`config.mk`:
```
export PLATFORM = sky130hd
export DESIGN_NAME = callret_seq
export DESIGN_NICKNAME = d
export VERILOG_FILES = /design/src/rtl/callret_pkg.sv /design/src/rtl/callret_sched.sv /design/src/rtl/callret_ctrl.sv /design/src/rtl/callret_dp.sv /design/src/rtl/callret_seq.sv
export SDC_FILE = /design/constraint.sdc
export NUM_CORES = 1
export LEC_CHECK = 0
export ABC_AREA = 1
export BUFFER_PORTS_ARGS = -buffer_cell sky130_fd_sc_hd__buf_2
export CAP_MARGIN = 5
export CORE_MARGIN = 2
export CORE_UTILIZATION = 45
export DETAILED_ROUTE_END_ITERATION = 8
export GPL_TIMING_DRIVEN = 0
export PLACE_DENSITY_LB_ADDON = 0.3
export REMOVE_ABC_BUFFERS = 1
export SLEW_MARGIN = 20
export SYNTH_ARGS = -nofsm -noshare
export SYNTH_HDL_FRONTEND = slang
export SYNTH_SLANG_ARGS = --single-unit
```
`constraint.sdc`:
```
create_clock -name clk -period 1.6 [get_ports clk]
set_input_delay 0.16 -clock clk [delete_from_list [all_inputs] [get_ports clk]]
set_output_delay 0.16 -clock clk [all_outputs]
set_load 0.03 [all_outputs]
```
`src/rtl/callret_pkg.sv`:
```
package callret_pkg;

   typedef enum logic [2:0] {
      OP_CALL_REG = 3'd0,
      OP_CALL_ABS = 3'd1,
      OP_CALL_VEC = 3'd2,
      OP_RET      = 3'd3,
      OP_RET_EXC  = 3'd4
   } cr_op_e;

   typedef enum logic [2:0] {
      AK_NONE,
      AK_PUSH,
      AK_VEC,
      AK_POP_PC,
      AK_POP_CCR
   } cr_acc_e;

   function automatic logic cr_op_ok(input logic [2:0] code);
      return code <= 3'd4;
   endfunction

endpackage

```
`src/rtl/callret_sched.sv`:
```
module callret_sched
   import callret_pkg::*;
#(
   parameter int CNT_W       = 4,
   parameter int ST_CALL_REG = 6,
   parameter int ST_CALL_ABS = 8,
   parameter int ST_CALL_VEC = 8,
   parameter int ST_RET      = 8,
   parameter int ST_RET_EXC  = 10,
   parameter int SLOT_FIRST  = 3,
   parameter int SLOT_VEC_WR = 5,
   parameter int SLOT_EXC_PC = 6
) (
   input  cr_op_e             op,
   input  logic [CNT_W-1:0]   cnt,
   output logic [CNT_W-1:0]   last,
   output cr_acc_e            kind
);

   localparam logic [CNT_W-1:0] L_CREG = CNT_W'(ST_CALL_REG);
   localparam logic [CNT_W-1:0] L_CABS = CNT_W'(ST_CALL_ABS);
   localparam logic [CNT_W-1:0] L_CVEC = CNT_W'(ST_CALL_VEC);
   localparam logic [CNT_W-1:0] L_RET  = CNT_W'(ST_RET);
   localparam logic [CNT_W-1:0] L_REXC = CNT_W'(ST_RET_EXC);
   localparam logic [CNT_W-1:0] S_ONE  = CNT_W'(SLOT_FIRST);
   localparam logic [CNT_W-1:0] S_VWR  = CNT_W'(SLOT_VEC_WR);
   localparam logic [CNT_W-1:0] S_XPC  = CNT_W'(SLOT_EXC_PC);

   always_comb begin
      last = L_CREG;
      kind = AK_NONE;
      case (op)
         OP_CALL_REG: begin
            last = L_CREG;
            if (cnt == S_ONE) kind = AK_PUSH;
         end
         OP_CALL_ABS: begin
            last = L_CABS;
            if (cnt == S_ONE) kind = AK_PUSH;
         end
         OP_CALL_VEC: begin
            last = L_CVEC;
            if (cnt == S_ONE)      kind = AK_VEC;
            else if (cnt == S_VWR) kind = AK_PUSH;
         end
         OP_RET: begin
            last = L_RET;
            if (cnt == S_ONE) kind = AK_POP_PC;
         end
         OP_RET_EXC: begin
            last = L_REXC;
            if (cnt == S_ONE)      kind = AK_POP_CCR;
            else if (cnt == S_XPC) kind = AK_POP_PC;
         end
         default: begin
            last = L_CREG;
            kind = AK_NONE;
         end
      endcase
   end

endmodule

```
`src/rtl/callret_ctrl.sv`:
```
module callret_ctrl
   import callret_pkg::*;
#(
   parameter int CNT_W = 4
) (
   input  logic             clk,
   input  logic             rst_n,
   input  logic             start,
   input  cr_acc_e          kind,
   input  logic [CNT_W-1:0] last,
   input  logic             mem_ready,
   output logic             run,
   output logic [CNT_W-1:0] cnt,
   output logic             mem_req,
   output logic             fire,
   output logic             done
);

   localparam logic [CNT_W-1:0] CNT_ONE = CNT_W'(1);

   logic advance;

   assign mem_req = run && (kind != AK_NONE);
   assign fire    = mem_req && mem_ready;
   assign advance = !mem_req || mem_ready;
   assign done    = run && (cnt == last);

   always_ff @(posedge clk) begin
      if (!rst_n) begin
         run <= 1'b0;
         cnt <= '0;
      end else if (start) begin
         run <= 1'b1;
         cnt <= CNT_ONE;
      end else if (run && advance) begin
         if (cnt == last) begin
            run <= 1'b0;
            cnt <= '0;
         end else begin
            cnt <= cnt + CNT_ONE;
         end
      end
   end

endmodule

```
`src/rtl/callret_dp.sv`:
```
module callret_dp
   import callret_pkg::*;
#(
   parameter int ADDR_W   = 16,
   parameter int VEC_W    = 8,
   parameter int CCR_W    = 8,
   parameter bit ALIGN_SP = 1'b1
) (
   input  logic              clk,
   input  logic              rst_n,
   input  logic              start,
   input  cr_op_e            op_in,
   input  logic [ADDR_W-1:0] req_reg,
   input  logic [ADDR_W-1:0] req_abs,
   input  logic [VEC_W-1:0]  req_vec,
   input  logic [ADDR_W-1:0] pc_cur,
   input  logic [ADDR_W-1:0] sp_cur,
   input  logic              fire,
   input  cr_acc_e           kind,
   input  logic [ADDR_W-1:0] mem_rdata,
   output cr_op_e            op_q,
   output logic [ADDR_W-1:0] pc_q,
   output logic [ADDR_W-1:0] sp_q,
   output logic [CCR_W-1:0]  ccr_q,
   output logic              ccr_ld_q,
   output logic              mem_we,
   output logic [ADDR_W-1:0] mem_addr,
   output logic [ADDR_W-1:0] mem_wdata
);

   localparam logic [ADDR_W-1:0] WORD_STEP = ADDR_W'(2);
   localparam logic [ADDR_W-1:0] LEN_SHORT = ADDR_W'(2);
   localparam logic [ADDR_W-1:0] LEN_LONG  = ADDR_W'(4);
   localparam int                PAD_W     = ADDR_W - VEC_W;

   logic [ADDR_W-1:0] sp_base;
   logic [ADDR_W-1:0] ret_q;
   logic [VEC_W-1:0]  vec_q;
   logic [ADDR_W-1:0] vec_addr;

   generate
      if (ALIGN_SP) begin : g_sp_align
         assign sp_base = {sp_cur[ADDR_W-1:1], 1'b0};
      end else begin : g_sp_raw
         assign sp_base = sp_cur;
      end
   endgenerate

   assign vec_addr  = {{PAD_W{1'b0}}, vec_q[VEC_W-1:1], 1'b0};
   assign mem_we    = (kind == AK_PUSH);
   assign mem_addr  = (kind == AK_VEC) ? vec_addr : sp_q;
   assign mem_wdata = ret_q;

   always_ff @(posedge clk) begin
      if (!rst_n) begin
         op_q     <= OP_CALL_REG;
         pc_q     <= '0;
         sp_q     <= '0;
         ret_q    <= '0;
         vec_q    <= '0;
         ccr_q    <= '0;
         ccr_ld_q <= 1'b0;
      end else if (start) begin
         op_q     <= op_in;
         vec_q    <= req_vec;
         ccr_ld_q <= 1'b0;
         case (op_in)
            OP_CALL_REG: begin
               sp_q  <= sp_base - WORD_STEP;
               pc_q  <= req_reg;
               ret_q <= pc_cur + LEN_SHORT;
            end
            OP_CALL_ABS: begin
               sp_q  <= sp_base - WORD_STEP;
               pc_q  <= req_abs;
               ret_q <= pc_cur + LEN_LONG;
            end
            OP_CALL_VEC: begin
               sp_q  <= sp_base - WORD_STEP;
               ret_q <= pc_cur + LEN_SHORT;
            end
            default: begin
               sp_q <= sp_base;
            end
         endcase
      end else if (fire) begin
         case (kind)
            AK_VEC: pc_q <= mem_rdata;
            AK_POP_PC: begin
               pc_q <= mem_rdata;
               sp_q <= sp_q + WORD_STEP;
            end
            AK_POP_CCR: begin
               ccr_q    <= mem_rdata[ADDR_W-1 -: CCR_W];
               ccr_ld_q <= 1'b1;
               sp_q     <= sp_q + WORD_STEP;
            end
            default: ;
         endcase
      end
   end

endmodule

```
`src/rtl/callret_seq.sv`:
```
module callret_seq
   import callret_pkg::*;
#(
   parameter int ADDR_W      = 16,
   parameter int VEC_W       = 8,
   parameter int CCR_W       = 8,
   parameter bit ALIGN_SP    = 1'b1,
   parameter int ST_CALL_REG = 6,
   parameter int ST_CALL_ABS = 8,
   parameter int ST_CALL_VEC = 8,
   parameter int ST_RET      = 8,
   parameter int ST_RET_EXC  = 10,
   parameter int SLOT_FIRST  = 3,
   parameter int SLOT_VEC_WR = 5,
   parameter int SLOT_EXC_PC = 6
) (
   input  logic              clk,
   input  logic              rst_n,
   input  logic              req_valid,
   input  logic [2:0]        req_op,
   input  logic [ADDR_W-1:0] req_reg,
   input  logic [ADDR_W-1:0] req_abs,
   input  logic [VEC_W-1:0]  req_vec,
   input  logic [ADDR_W-1:0] pc_cur,
   input  logic [ADDR_W-1:0] sp_cur,
   output logic              busy,
   output logic              done,
   output logic [ADDR_W-1:0] pc_new,
   output logic [ADDR_W-1:0] sp_new,
   output logic              ccr_load,
   output logic [CCR_W-1:0]  ccr_new,
   output logic              mem_req,
   output logic              mem_we,
   output logic [ADDR_W-1:0] mem_addr,
   output logic [ADDR_W-1:0] mem_wdata,
   input  logic [ADDR_W-1:0] mem_rdata,
   input  logic              mem_ready
);

   localparam int MAX_A = (ST_CALL_REG > ST_CALL_ABS) ? ST_CALL_REG : ST_CALL_ABS;
   localparam int MAX_B = (ST_CALL_VEC > ST_RET) ? ST_CALL_VEC : ST_RET;
   localparam int MAX_C = (MAX_A > MAX_B) ? MAX_A : MAX_B;
   localparam int ST_MAX = (MAX_C > ST_RET_EXC) ? MAX_C : ST_RET_EXC;
   localparam int CNT_W  = $clog2(ST_MAX + 1);

   // Elaboration-time parameter checks
   if (ADDR_W < VEC_W + 1)
      $error("callret_seq: ADDR_W must exceed VEC_W");
   if (CCR_W > ADDR_W)
      $error("callret_seq: CCR_W must fit in a stack word");
   if (SLOT_FIRST < 1 || SLOT_FIRST >= ST_CALL_REG || SLOT_FIRST >= ST_CALL_ABS
       || SLOT_FIRST >= ST_RET)
      $error("callret_seq: first access slot must precede the final state");
   if (SLOT_VEC_WR <= SLOT_FIRST || SLOT_VEC_WR >= ST_CALL_VEC)
      $error("callret_seq: vectored push slot out of range");
   if (SLOT_EXC_PC <= SLOT_FIRST || SLOT_EXC_PC >= ST_RET_EXC)
      $error("callret_seq: exception pop slot out of range");

   logic             start;
   logic             run;
   logic             fire;
   logic [CNT_W-1:0] cnt;
   logic [CNT_W-1:0] last;
   cr_acc_e          kind;
   cr_op_e           op_q;
   logic             ccr_ld_q;

   assign start = req_valid && !run && cr_op_ok(req_op);

   callret_sched #(
      .CNT_W      (CNT_W),
      .ST_CALL_REG(ST_CALL_REG),
      .ST_CALL_ABS(ST_CALL_ABS),
      .ST_CALL_VEC(ST_CALL_VEC),
      .ST_RET     (ST_RET),
      .ST_RET_EXC (ST_RET_EXC),
      .SLOT_FIRST (SLOT_FIRST),
      .SLOT_VEC_WR(SLOT_VEC_WR),
      .SLOT_EXC_PC(SLOT_EXC_PC)
   ) u_sched (
      .op  (op_q),
      .cnt (cnt),
      .last(last),
      .kind(kind)
   );

   callret_ctrl #(
      .CNT_W(CNT_W)
   ) u_ctrl (
      .clk      (clk),
      .rst_n    (rst_n),
      .start    (start),
      .kind     (kind),
      .last     (last),
      .mem_ready(mem_ready),
      .run      (run),
      .cnt      (cnt),
      .mem_req  (mem_req),
      .fire     (fire),
      .done     (done)
   );

   callret_dp #(
      .ADDR_W  (ADDR_W),
      .VEC_W   (VEC_W),
      .CCR_W   (CCR_W),
      .ALIGN_SP(ALIGN_SP)
   ) u_dp (
      .clk      (clk),
      .rst_n    (rst_n),
      .start    (start),
      .op_in    (cr_op_e'(req_op)),
      .req_reg  (req_reg),
      .req_abs  (req_abs),
      .req_vec  (req_vec),
      .pc_cur   (pc_cur),
      .sp_cur   (sp_cur),
      .fire     (fire),
      .kind     (kind),
      .mem_rdata(mem_rdata),
      .op_q     (op_q),
      .pc_q     (pc_new),
      .sp_q     (sp_new),
      .ccr_q    (ccr_new),
      .ccr_ld_q (ccr_ld_q),
      .mem_we   (mem_we),
      .mem_addr (mem_addr),
      .mem_wdata(mem_wdata)
   );

   assign busy     = run;
   assign ccr_load = done && ccr_ld_q;

endmodule

```
**Word-level counts from Yosys, hierarchy flattened**

Cells that the tools add are included.

- Add/subtract/negate cells: 5
- Multipliers: 0
- Div/mod/pow operators: 0
- Magnitude comparators: 1
- Eq/ne operators: 15
- Shifts and indexed selects: 0
- Mux-type cells: 24
- Bitwise operators: 2
- Reduce and logical (&&, ||, !) cells: 32

Operator list:

| cell | number |
|---|---|
| two-way mux 16 bit | 8 |
| case mux 16 bit (2 select lines) | 2 |
| adder 16 x 2 -> 16 bit, second input constant | 2 |
| adder 16 x 3 -> 16 bit, second input constant | 1 |
| subtractor 16 x 2 -> 16 bit, second input constant | 1 |
| == test 3 x 2 -> 1 bit, second input constant | 5 |
| case mux 3 bit (4 select lines) | 1 |
| nonzero test 2 bit | 6 |
| OR reduction 2 bit | 5 |
| == test 3 x 1 -> 1 bit, second input constant | 3 |
| == test 4 x 3 -> 1 bit, second input constant | 2 |
| case mux 4 bit (2 select lines) | 1 |
| AND reduction 2 bit | 4 |
| logical AND 1 bit | 7 |
| two-way mux 1 bit | 7 |
| == test 3 bit, second input constant | 2 |
| logical NOT 3 bit | 2 |
| two-way mux 3 bit | 2 |
| AND reduction 3 bit | 2 |
| OR reduction 3 bit | 2 |
| adder 4 x 1 -> 4 bit, second input constant | 1 |
| == test 4 x 2 -> 1 bit, second input constant | 1 |
| == test 4 bit | 1 |
| two-way mux 2 bit | 2 |
| 7 further kinds | 9 |

- Register bits: 73
- Latch bits: 0
- RAM bits: 0
- Memory bits (read-only): 0
- Input port bits: 95
- Output and inout port bits: 77
- Logic and storage cells: 89
- Memories kept: 0

**Logic depth before layout (Yosys ltp)**

Gate-level depths: netlist of the first run.

- Depth in word-level cells: 11
- Gate-level depth with buffers: 13
- Depth with buffers taken out: 13

**By module**

Synthesis of the first run repeated with hierarchy kept, for this count alone.

- Cell total of the unflattened synthesis: 716
- Area total of the unflattened synthesis: 4508.1 µm²

By module, submodules not included:

| module | instances | cells each | area an instance (µm²) | seq. area each (µm²) |
|---|---|---|---|---|
| callret_dp | 1 | 605 | 3933.8 | 1321.3 |
| callret_ctrl | 1 | 69 | 390.4 | 100.1 |
| callret_sched | 1 | 34 | 153.9 | 0.0 |
| callret_seq | 1 | 8 | 30.0 | 0.0 |

**Least setup slack after synthesis of the first run**

OpenSTA, ideal clock, no wires.

- Kind: register to output
- Start: register u_ctrl.cnt[0]
- End: output port mem_addr[2]
- Arrival time: 1.986 ns
- Data required time: 1.440 ns
- Setup slack: -0.546 ns
- Cell stages (with the launch flop): 11
- Path buffers: 1
- Path through: dfxtp_1 > inv_1 > ha_1 > inv_1 > nor2_2 > a21oi_2 > inv_1 > nand2_1 > inv_1 > buf_2 > o21ai_0

- Cells in the longest elaborated chain, start to end: 6
- Elaborated cells on any way between the ends: 12
- Classes of those cells: 4 x eq/ne; 8 x mux

Ends and longest elaborated chain:

| item | line | source |
|---|---|---|
| start, declared | callret_ctrl.sv:13 | `output logic [CNT_W-1:0] cnt,` |
| start signal, assigned | callret_ctrl.sv:40 | `cnt <= cnt + CNT_ONE;` |
| == test 4 x 3 -> 1 bit (on tied branches) | callret_sched.sv:53, callret_sched.sv:44 |  |
| two-way mux 2 bit / two-way mux 1 bit (equally long branches) | callret_sched.sv:53, callret_sched.sv:44 |  |
| two-way mux 3 bit (on tied branches) | callret_sched.sv:52, callret_sched.sv:43 |  |
| case mux 3 bit (4 select lines) (*) | callret_sched.sv:32 | `case (op)` |
| == test 3 x 2 -> 1 bit (*) | callret_dp.sv:51 | `assign mem_addr = (kind == AK_VEC) ? vec_addr : sp_q;` |
| two-way mux 16 bit (*) | callret_dp.sv:51 |  |
| end, declared | callret_seq.sv:34 | `output logic [ADDR_W-1:0] mem_addr,` |

Every way passes the cells marked *; elsewhere a longest branch is shown, timed or not.

**Worst setup path in the final report of the first run**

- Start: register u_ctrl.cnt[0]
- End: output port mem_addr[1]

Same word-level chain as after synthesis.

==> results of run 1 <==
==> cells by family after synthesis <==
group	Yosys count	share of synthesized area
xor gates and xnor gates	25	0.0471
buffers and inverters	106	0.0956
AOI/OAI and AO/OA	139	0.157
adders and majority gates	7	0.0189
other	1	0.000807
and+or+nand+nor	394	0.375
DFF	71	0.306
==> stage by stage <==
stage | power [W] | std cells | cell area (um2) | hold slack (ps) | TNS, ps
6_report | 0.00500 | 1080 | 6840 | 26.6 | -31880
5_1_grt | 0.00522 | 1080 | 6840 | 68.6 | -37860
4_1_cts | 0.00483 | 1059 | 6250 | 15.4 | -22450
3_5_place_dp | 0.00307 | 1015 | 5520 | 394 | -49340
3_3_place_gp | 0.00305 | 1013 | 5480 | 387 | -139600
2_1_floorplan | 0.00266 | 710 | 4470 | 280 | -76430
==> area by class of cell <==
type / count / area [um2] / share of cell area
multi-input cells: 574 / 3300 / 0.483
well taps: 136 / 170 / 0.0249
flip-flops and latches: 71 / 1440 / 0.210
clock buffers: 9 / 124 / 0.0181
repair buffers: 209 / 1390 / 0.202
clock inverters: 7 / 103 / 0.0150
repair inverters: 2 / 15.0 / 0.00219
inverters: 72 / 303 / 0.0442
==> synthesized netlist by cell type (all sizes together) <==
master,number
clkbuf,15
buf,19
o22a,1
nand2,162
inv,71
o21bai,1
a21oi,84
xor2,20
nand3b,20
nand3,49
o211a,1
dfxtp,71
and3,1
clkinv,1
o22ai,2
a22oi,1
or2,1
o21ai,45
nor3,6
nand4,19
conb,1
ha,7
a31oi,2
xnor2,5
o31ai,1
o21a,1
nor2,136
==> flip-flops by register name, indices dropped and copies added (netlist names) <==
signal          flops
u_dp.mem_wdata     16
u_dp.sp_q          15
u_dp.vec_q          7
u_dp.op_q           3
u_dp.pc_q          16
u_ctrl.cnt          4
u_dp.ccr_ld_q       1
u_dp.ccr_q          8
u_ctrl.run          1
==> critical path, cell delays in order (launching register included) <==
cell and delay (ps):
sky130_fd_sc_hd__dfxtp_4 420, sky130_fd_sc_hd__ha_4 160, sky130_fd_sc_hd__nand3_1 110, sky130_fd_sc_hd__nor2_1 210, sky130_fd_sc_hd__nor2_4 80, sky130_fd_sc_hd__nand2_4 140
sky130_fd_sc_hd__clkinvlp_4 220, sky130_fd_sc_hd__nand2_2 130, sky130_fd_sc_hd__nand2_2 70, sky130_fd_sc_hd__buf_6 140
==> final timing paths <==
check | end | slack, ps
hold / removal | u_dp.mem_wdata[0]$_SDFFE_PN0P_ | 30
setup / recovery | mem_addr[1] | -630
setup reg to reg | u_ctrl.cnt[3]$_SDFFE_PP0P_ | -580
hold reg to reg | u_dp.ccr_q[7]$_SDFFE_PN0P_ | 460
==> where the power goes <==
part | total, W | internal (W) | switching (W) | leakage, nW
Sequential | 0.00195 | 0.00186 | 0.0000868 | 0.585
Combinational | 0.00135 | 0.000493 | 0.000853 | 2.60
Clock | 0.00170 | 0.000894 | 0.000808 | 0.110
Total | 0.00500 | 0.00325 | 0.00175 | 3.29
==> routing by layer <==
| metal | vias to the layer above | wire length, um | track usage |
|---|---|---|---|
| met4 | 0 | 302 | 0.0724 |
| met3 | 28 | 1220 | 0.0557 |
| met1 | 2572 | 6690 | 0.322 |
| met5 | - | 0 | 0 |
| met2 | 235 | 7630 | 0.432 |
| li1 | 2827 | - | - |
==> what timing repair did <==
item	CTS	global route
cloned	5	6
pin swaps	21	43
setup endpoints to repair	88	75
gates resized for setup	102	96
setup buffers	26	15
==> impl_metrics.py, run 1 <==
metrics = {
    "synthesis": {
        "synthesis.yosys.warnings": 0,
        "synthDominantCellAreaShare": 0.306,
        "ys_ff_latch": 71,
        "yosysSeqAreaShare": 0.306,
        "synth.lib_cells_used.distinct": 38,
        "synth_area_um2": 4640,
        "post_synth.cell_area_avg_um2": 6.25,
        "syn_inst": 743,
        "synth_largest_area_cell": "sky130_fd_sc_hd__dfxtp_1",
        "synth_area_leaders": "sky130_fd_sc_hd__dfxtp_1, sky130_fd_sc_hd__nand2_1, sky130_fd_sc_hd__nor2_1, sky130_fd_sc_hd__a21oi_1, sky130_fd_sc_hd__inv_1",
    },
    "placement": {
        "detailedPlacementHpwl_mm": 9.36,
        "placement.io_buffers": 167,
        "post-place-ws_ps": -1430,
        "place.gp.congestion": 0.897,
    },
    "routing": {
        "drtAntennaViolNets": 0,
        "drt-wirelength-per-cell_um": 14.7,
        "via_count": 5662,
        "detail_route.wirelength_mm": 15.8,
        "drc": 0,
        "vias_per_cell": 5.24,
        "first_pass_iters": 6,
        "drt_iter0_drc": 389,
    },
    "floorplanning": {
        "ios": 172,
        "placementRows": 37,
        "height_of_the_chip_um": 106,
        "core_region_area_um2": 10200,
        "floorplan.die.width_um": 106,
        "initial_util": 0.456,
        "floorplan.die_area_um2": 11100,
    },
    "cells_and_area": {
        "n_antenna_cell": 0,
        "share_of_final_layout_standard_cells_stronger_than_drive_strength_1": 0.375,
        "fin_nets": 1041,
        "layout_commonest_cell": "sky130_fd_sc_hd__buf_2",
        "layout.core_utilization": 0.672,
        "most-common-layout-cells": "sky130_fd_sc_hd__buf_2, sky130_fd_sc_hd__nand2_1, sky130_fd_sc_hd__nor2_1",
        "filler_cell_count": 924,
        "flow.area_growth_from_synthesis_pct": 47.3,
    },
    "clocking": {
        "clock_sinks": 71,
        "clock_tree.root_cell": "sky130_fd_sc_hd__clkbuf_8",
        "clkLatencyLatePin_ps": 370,
        "cts-hold-fix-buffers": 0,
        "clk_pin_slew_worst_paths_ps": 90,
        "cts-htree-levels": 3,
        "cts_tree": "done",
        "clock_tree.buffer_depth": 2,
        "tritoncts.num_buffers": 9,
    },
    "grt": {
        "grt_start_max_net_pins": 59,
        "overflow": 0,
        "grt_antenna_before_repair": 0,
        "grt_pass1_wl_mm": 23.2,
        "vias_in_the_first_global_route": 4975,
        "grt_use_total": 0.254,
    },
    "sta": {
        "report.final.slew_viol_count": 0,
        "fin_crit_ps": 2230,
        "fmax_mhz": 449,
        "post-route-period-util": 1.39,
        "worst_case_setup_margin_in_the_final_layout_ps": -625,
        "timing.final.hold_violations": 0,
        "rsz0062_at_grt": "yes",
        "fin_worst_skew_ps": 13.7,
        "timing.slew.headroom": 0.259,
        "timing_worst_slew_pin_value_ps": 1110,
        "number_of_failing_setup_endpoints_in_the_final_timing_report": 64,
    },
    "worst_setup_path": {
        "critical_path.startpoint": "u_ctrl.cnt[0]$_SDFFE_PN0P_",
        "cp_data_arrival_time_ps": 2070,
        "worst_r2r_startpoint": "u_ctrl.cnt[0]$_SDFFE_PN0P_",
        "endpoint_kind": "primary output",
        "crit_type": "reg -> out",
        "worstPathRequired_ps": 1440,
        "path_max_fanout": 5,
        "worstSetupStartpointType": "flop",
        "timing.reg2reg.worst_path_depth": 16,
    },
    "pwr": {
        "ir_worst_vdd_mv": 0.465,
        "cellPowerDensity_nw_per_um2": 731,
        "leakage_nw": 3.29,
    },
    "outcome": {
        "violations": "setup timing",
        "status": "complete, but fails checks",
    },
    "flow_run": {
        "maxCapViolCount": 0,
    },
    "min_path": {
        "timing.hold.worst.start": "pc_cur[0]",
        "min-delay-path-class": "in -> reg",
        "hold-path-cell-count": 3,
    },
}
(Power assumes the default switching activity.)
==> run 2, diff against run 1 <==
--- a/config.mk
+++ b/config.mk
@@ -14,6 +14,7 @@
 export GPL_TIMING_DRIVEN = 0
 export PLACE_DENSITY_LB_ADDON = 0.3
 export REMOVE_ABC_BUFFERS = 1
+export SKIP_CTS_REPAIR_TIMING = 1
 export SLEW_MARGIN = 20
 export SYNTH_ARGS = -nofsm -noshare
 export SYNTH_HDL_FRONTEND = slang
==> impl_metrics.py, run 2 (synthesis gave the netlist of run 1 again) <==
metrics = {
    "routing": {
        "drt-wirelength-per-cell_um": 14.0,
        "drt_iter0_drc": 345,
        "detail_route.wirelength_mm": 14.8,
        "drtAntennaViolNets": 0,
        "vias_per_cell": 5.19,
        "via_count": 5485,
        "first_pass_iters": 5,
        "drc": 0,
    },
    "pwr": {
        "ir_worst_vdd_mv": 0.456,
        "finalPower_w": 0.00486,
        "share_comb_of_total_power": 0.253,
        "sw_frac_of_total": 0.343,
        "power_switching_w": 0.00167,
        "seqPwrFrac": 0.400,
        "cellInternalPower_w": 0.00319,
        "cellPowerDensity_nw_per_um2": 765,
        "leakage_nw": 3.10,
        "power.share.clock": 0.347,
    },
    "sta": {
        "timing_worst_slew_pin_value_ps": 1050,
        "number_of_failing_setup_endpoints_in_the_final_timing_report": 63,
        "rsz0062_at_grt": "yes",
        "report.final.slew_viol_count": 0,
        "fmax_mhz": 458,
        "timing.slew.headroom": 0.302,
        "fin_worst_skew_ps": 10.6,
        "worst_case_setup_margin_in_the_final_layout_ps": -583,
        "post-route-period-util": 1.36,
        "fin_crit_ps": 2180,
        "timing.final.hold_violations": 0,
        "worst_hold_slack_ps": 30.3,
    },
    "cells_and_area": {
        "ff_latch_area_um2": 1440,
        "layout_commonest_cell": "sky130_fd_sc_hd__buf_2",
        "finalNonFillerCells": 1056,
        "fin_nets": 1017,
        "flow.area_growth_from_synthesis_pct": 36.7,
        "layout.core_utilization": 0.624,
        "share_of_final_layout_standard_cells_stronger_than_drive_strength_1": 0.304,
        "multi_input_comb_area_um2": 3080,
        "n_antenna_cell": 0,
        "most-common-layout-cells": "sky130_fd_sc_hd__buf_2, sky130_fd_sc_hd__nand2_1, sky130_fd_sc_hd__nor2_1",
        "filler_cell_count": 983,
    },
    "clocking": {
        "clock_sinks": 71,
        "clk_pin_slew_worst_paths_ps": 90,
        "cts-htree-levels": 3,
        "clock_tree.root_cell": "sky130_fd_sc_hd__clkbuf_8",
        "cts_tree": "done",
        "clkLatencyLatePin_ps": 360,
        "tritoncts.num_buffers": 9,
        "clock_tree.buffer_depth": 2,
    },
    "worst_setup_path": {
        "endpoint_kind": "primary output",
        "rrSetupSlack_ps": -470,
        "cp_data_arrival_time_ps": 2020,
        "path_max_fanout": 10,
        "crit_type": "reg -> out",
        "worstPathRequired_ps": 1440,
        "worstSetupStartpointType": "flop",
    },
    "placement": {
        "post-place-ws_ps": -1430,
        "placedCellCount": 1015,
        "detailedPlacementHpwl_mm": 9.36,
        "placement.io_buffers": 167,
        "place.gp.congestion": 0.897,
    },
    "grt": {
        "overflow": 0,
        "grt_start_max_net_pins": 59,
        "grt_antenna_before_repair": 0,
        "grt_pass1_wl_mm": 21.3,
        "grt_use_total": 0.233,
        "vias_in_the_first_global_route": 4723,
    },
    "floorplanning": {
        "placementRows": 37,
        "floorplan.die_area_um2": 11100,
        "height_of_the_chip_um": 106,
        "core_region_area_um2": 10200,
        "initial_util": 0.456,
        "floorplan.die.width_um": 106,
        "ios": 172,
    },
    "min_path": {
        "min-delay-path-class": "in -> reg",
    },
    "flow_run": {
        "maxCapViolCount": 0,
    },
    "outcome": {
        "violations": "setup timing",
        "status": "complete, but fails checks",
    },
}
==> run 2: power groups by stage <==
stage	clock network, W	registers (W)	logic (W)
floorplan	0	0.00211	0.000553
global placement	0	0.00198	0.00107
detailed placement	0	0.00198	0.00109
CTS	0.00170	0.00194	0.00109
global route	0.00179	0.00196	0.00135
finish	0.00169	0.00195	0.00123
==> run 2: path summary, 6_finish.rpt <==
check | from | to | cells after the start
min | pc_cur[0] | u_dp.mem_wdata[0]$_SDFFE_PN0P_ | 3
max reg2reg | u_ctrl.cnt[0]$_SDFFE_PN0P_ | u_dp.sp_q[6]$_SDFFE_PN0P_ | 15
min reg2reg | u_dp.ccr_q[4]$_SDFFE_PN0P_ | u_dp.ccr_q[4]$_SDFFE_PN0P_ | 2
max | u_ctrl.cnt[0]$_SDFFE_PN0P_ | mem_req | 12
==> run 2: layer usage <==
metal / track usage / share of wire / vias to the layer above / routed length, um
met3: 0.0489 / 0.069 / 23 / 1030
met5: 0 / 0 / - / 0
li1: - / - / 2781 / -
met4: 0.0865 / 0.018 / 0 / 260
met2: 0.383 / 0.47 / 202 / 6940
met1: 0.300 / 0.44 / 2479 / 6550
==> run 2: layout make-up <==
cell class,count,share of cell area
Tap cell,136,0.0268
Clock buffer,9,0.0195
Inverter,72,0.0465
Timing Repair inverter,3,0.00355
Clock inverter,7,0.0162
Multi-Input combinational cell,573,0.485
Timing Repair Buffer,185,0.176
Sequential cell,71,0.226
==> run 2: critical path, cell delays in order, from the launching register on <==
cell and delay (ps):
sky130_fd_sc_hd__dfxtp_4 400, sky130_fd_sc_hd__inv_4 60, sky130_fd_sc_hd__ha_4 150, sky130_fd_sc_hd__inv_2 60, sky130_fd_sc_hd__nor2_4 40, sky130_fd_sc_hd__nand2_2 80
sky130_fd_sc_hd__nand2_2 70, sky130_fd_sc_hd__nor2_4 180, sky130_fd_sc_hd__buf_4 150, sky130_fd_sc_hd__nand3_4 130, sky130_fd_sc_hd__nand2_4 110, sky130_fd_sc_hd__inv_4 60
sky130_fd_sc_hd__buf_4 170
==> run 2: through the flow <==
stage          TNS [ps]  cell area, um2
2_1_floorplan    -76430            4470
3_3_place_gp    -139600            5480
3_5_place_dp     -49340            5520
4_1_cts          -56860            5740
5_1_grt          -30880            6350
6_report         -25030            6350
==> run 3, diff against run 2 <==
--- a/config.mk
+++ b/config.mk
@@ -14,7 +14,9 @@
 export GPL_TIMING_DRIVEN = 0
 export PLACE_DENSITY_LB_ADDON = 0.3
 export REMOVE_ABC_BUFFERS = 1
+export SETUP_SLACK_MARGIN = 0.15
 export SKIP_CTS_REPAIR_TIMING = 1
+export SKIP_LAST_GASP = 1
 export SLEW_MARGIN = 20
 export SYNTH_ARGS = -nofsm -noshare
 export SYNTH_HDL_FRONTEND = slang
==> impl_metrics.py, run 3 (synthesis gave the netlist of run 1 again) <==
metrics = {
    "grt": {
        "grt_start_max_net_pins": 59,
        "grt_antenna_before_repair": 0,
        "grt_use_total": 0.233,
        "overflow": 0,
        "vias_in_the_first_global_route": 4723,
        "grt_pass1_wl_mm": 21.3,
    },
    "cells_and_area": {
        "fin_nets": 1027,
        "flow.area_growth_from_synthesis_pct": 42.5,
        "finalNonFillerCells": 1066,
        "filler_cell_count": 944,
        "ff_latch_area_um2": 1440,
        "multi_input_comb_area_um2": 3200,
        "most-common-layout-cells": "sky130_fd_sc_hd__buf_2, sky130_fd_sc_hd__nand2_1, sky130_fd_sc_hd__nor2_1",
        "n_antenna_cell": 0,
        "layout_commonest_cell": "sky130_fd_sc_hd__buf_2",
        "share_of_final_layout_standard_cells_stronger_than_drive_strength_1": 0.343,
    },
    "routing": {
        "drt_iter0_drc": 297,
        "drtAntennaViolNets": 0,
        "via_count": 5637,
        "detail_route.wirelength_mm": 15.4,
        "vias_per_cell": 5.29,
        "drc": 0,
        "drt-wirelength-per-cell_um": 14.5,
        "first_pass_iters": 5,
    },
    "pwr": {
        "leakage_nw": 3.18,
        "ir_worst_vdd_mv": 0.466,
        "cellPowerDensity_nw_per_um2": 746,
    },
    "sta": {
        "timing.final.hold_violations": 0,
        "fin_worst_skew_ps": 11.4,
        "post-route-period-util": 1.39,
        "number_of_failing_setup_endpoints_in_the_final_timing_report": 63,
        "setup_total_negative_slack_ps": -25410,
        "worst_case_setup_margin_in_the_final_layout_ps": -625,
        "timing.slew.headroom": 0.536,
        "fmax_mhz": 449,
        "rsz0062_at_grt": "yes",
        "timing_worst_slew_pin_value_ps": 696,
        "fin_crit_ps": 2220,
        "report.final.slew_viol_count": 0,
    },
    "floorplanning": {
        "core_region_area_um2": 10200,
        "height_of_the_chip_um": 106,
        "floorplan.die.width_um": 106,
        "initial_util": 0.456,
        "placementRows": 37,
        "ios": 172,
        "floorplan.die_area_um2": 11100,
    },
    "clocking": {
        "clock_sinks": 71,
        "clk_pin_slew_worst_paths_ps": 90,
        "clock_tree.buffer_depth": 2,
        "cts-htree-levels": 3,
        "cts_tree": "done",
        "clkLatencyLatePin_ps": 360,
        "tritoncts.num_buffers": 9,
        "clock_tree.root_cell": "sky130_fd_sc_hd__clkbuf_8",
    },
    "worst_setup_path": {
        "highest_cell_delay_on_the_worst_timing_path_ps": 380,
        "worstSetupStartpointType": "flop",
        "worstPathRequired_ps": 1440,
        "critical-path-slowest-cell": "sky130_fd_sc_hd__dfxtp_4",
        "crit_type": "reg -> out",
        "endpoint_kind": "primary output",
        "path_max_fanout": 5,
        "critical_path.cell_chain": "inv_4 -> ha_4 -> inv_1 -> nor2_2 -> nand2_2 -> nand2_2 -> nor2_4 -> nand2_4 -> clkinvlp_4 -> clkbuf_16 -> nor2_2 -> buf_6",
        "family_with_the_most_delay_on_the_worst_path": "buffers and inverters",
        "cp_data_arrival_time_ps": 2060,
        "critPathBufInv": 5,
    },
    "placement": {
        "place.gp.congestion": 0.897,
        "placement.io_buffers": 167,
        "placedCellCount": 1015,
        "detailedPlacementHpwl_mm": 9.36,
    },
    "outcome": {
        "violations": "setup timing",
        "status": "complete, but fails checks",
    },
    "flow_run": {
        "maxCapViolCount": 0,
    },
    "min_path": {
        "min-delay-path-class": "in -> reg",
    },
}
-- run 3: cell types whose count changed in the layout (fill, tap and decap cells not counted), moves of 3 or more --
cell	delta
sky130_fd_sc_hd__buf_6	+5
sky130_fd_sc_hd__nor2_1	-4
sky130_fd_sc_hd__o21ai_0	-4
sky130_fd_sc_hd__a21oi_2	-3
sky130_fd_sc_hd__nand2_2	+16
sky130_fd_sc_hd__buf_4	+3
sky130_fd_sc_hd__nand3_1	-7
sky130_fd_sc_hd__nand2_1	-16
sky130_fd_sc_hd__a21oi_1	+3
sky130_fd_sc_hd__nand3_2	+6
-- run 3: worst paths after layout --
path                                    from                              to  slack [ps]  cells after the start
setup / recovery  u_ctrl.cnt[0]$_SDFFE_PN0P_                     mem_addr[8]        -620                     12
hold / removal                     pc_cur[0]  u_dp.mem_wdata[0]$_SDFFE_PN0P_          30                      3
setup reg to reg  u_ctrl.cnt[0]$_SDFFE_PN0P_      u_dp.sp_q[15]$_SDFFE_PN0P_        -440                     15
hold reg to reg   u_dp.ccr_q[6]$_SDFFE_PN0P_      u_dp.ccr_q[6]$_SDFFE_PN0P_         470                      2
-- run 3: report_power, final --
group          switching [W]  leakage (nW)  internal [W]
sequential         0.0000860         0.585       0.00186
clock               0.000797         0.110      0.000895
combinational       0.000829          2.49      0.000464
-- run 3: layer usage --
metal  up-vias  wire length, um  GRT usage
met5         -                0          0
met4         0              311     0.0865
met3        30             1130     0.0489
met2       222             7340      0.383
met1      2584             6640      0.300
li1       2801                -          -
-- run 3: cell type report --
| type | count | share of cell area |
|---|---|---|
| Tap cell | 136 | 0.0257 |
| Clock inverter | 7 | 0.0155 |
| Timing Repair Buffer | 195 | 0.189 |
| Timing Repair inverter | 2 | 0.00227 |
| Clock buffer | 9 | 0.0187 |
| Multi-Input combinational cell | 574 | 0.484 |
| Inverter | 72 | 0.0463 |
| Sequential cell | 71 | 0.218 |
-- run 3: through the flow --
| stage | setup slack, ps | hold WS [ps] | power [W] | utilization | instance area, um2 |
|---|---|---|---|---|---|
| after global routing | -710 | 71.8 | 0.00516 | 0.650 | 6620 |
| final | -625 | 31.0 | 0.00493 | 0.650 | 6620 |
| after floorplan | -1550 | 280 | 0.00266 | - | 4470 |
| after CTS | -1410 | 15.4 | 0.00473 | 0.564 | 5740 |
| after global placement | -2720 | 387 | 0.00305 | 0.538 | 5480 |
| after detailed placement | -1430 | 394 | 0.00307 | 0.542 | 5520 |
-- run 3: worst register-to-register path, cell delays in order, from the launching register on --
cell                      delay [ps]
sky130_fd_sc_hd__dfxtp_4         380
sky130_fd_sc_hd__inv_4            80
sky130_fd_sc_hd__ha_4            130
sky130_fd_sc_hd__inv_1            40
sky130_fd_sc_hd__nor2_2          140
sky130_fd_sc_hd__nand2_2          90
sky130_fd_sc_hd__nand2_2          90
sky130_fd_sc_hd__nor2_4           50
sky130_fd_sc_hd__buf_4           140
sky130_fd_sc_hd__nand3_4         120
sky130_fd_sc_hd__buf_12          130
sky130_fd_sc_hd__nand4_4         160
sky130_fd_sc_hd__buf_12          220
sky130_fd_sc_hd__nand3_1          60
sky130_fd_sc_hd__nand2_1          50
sky130_fd_sc_hd__nor2_1          100
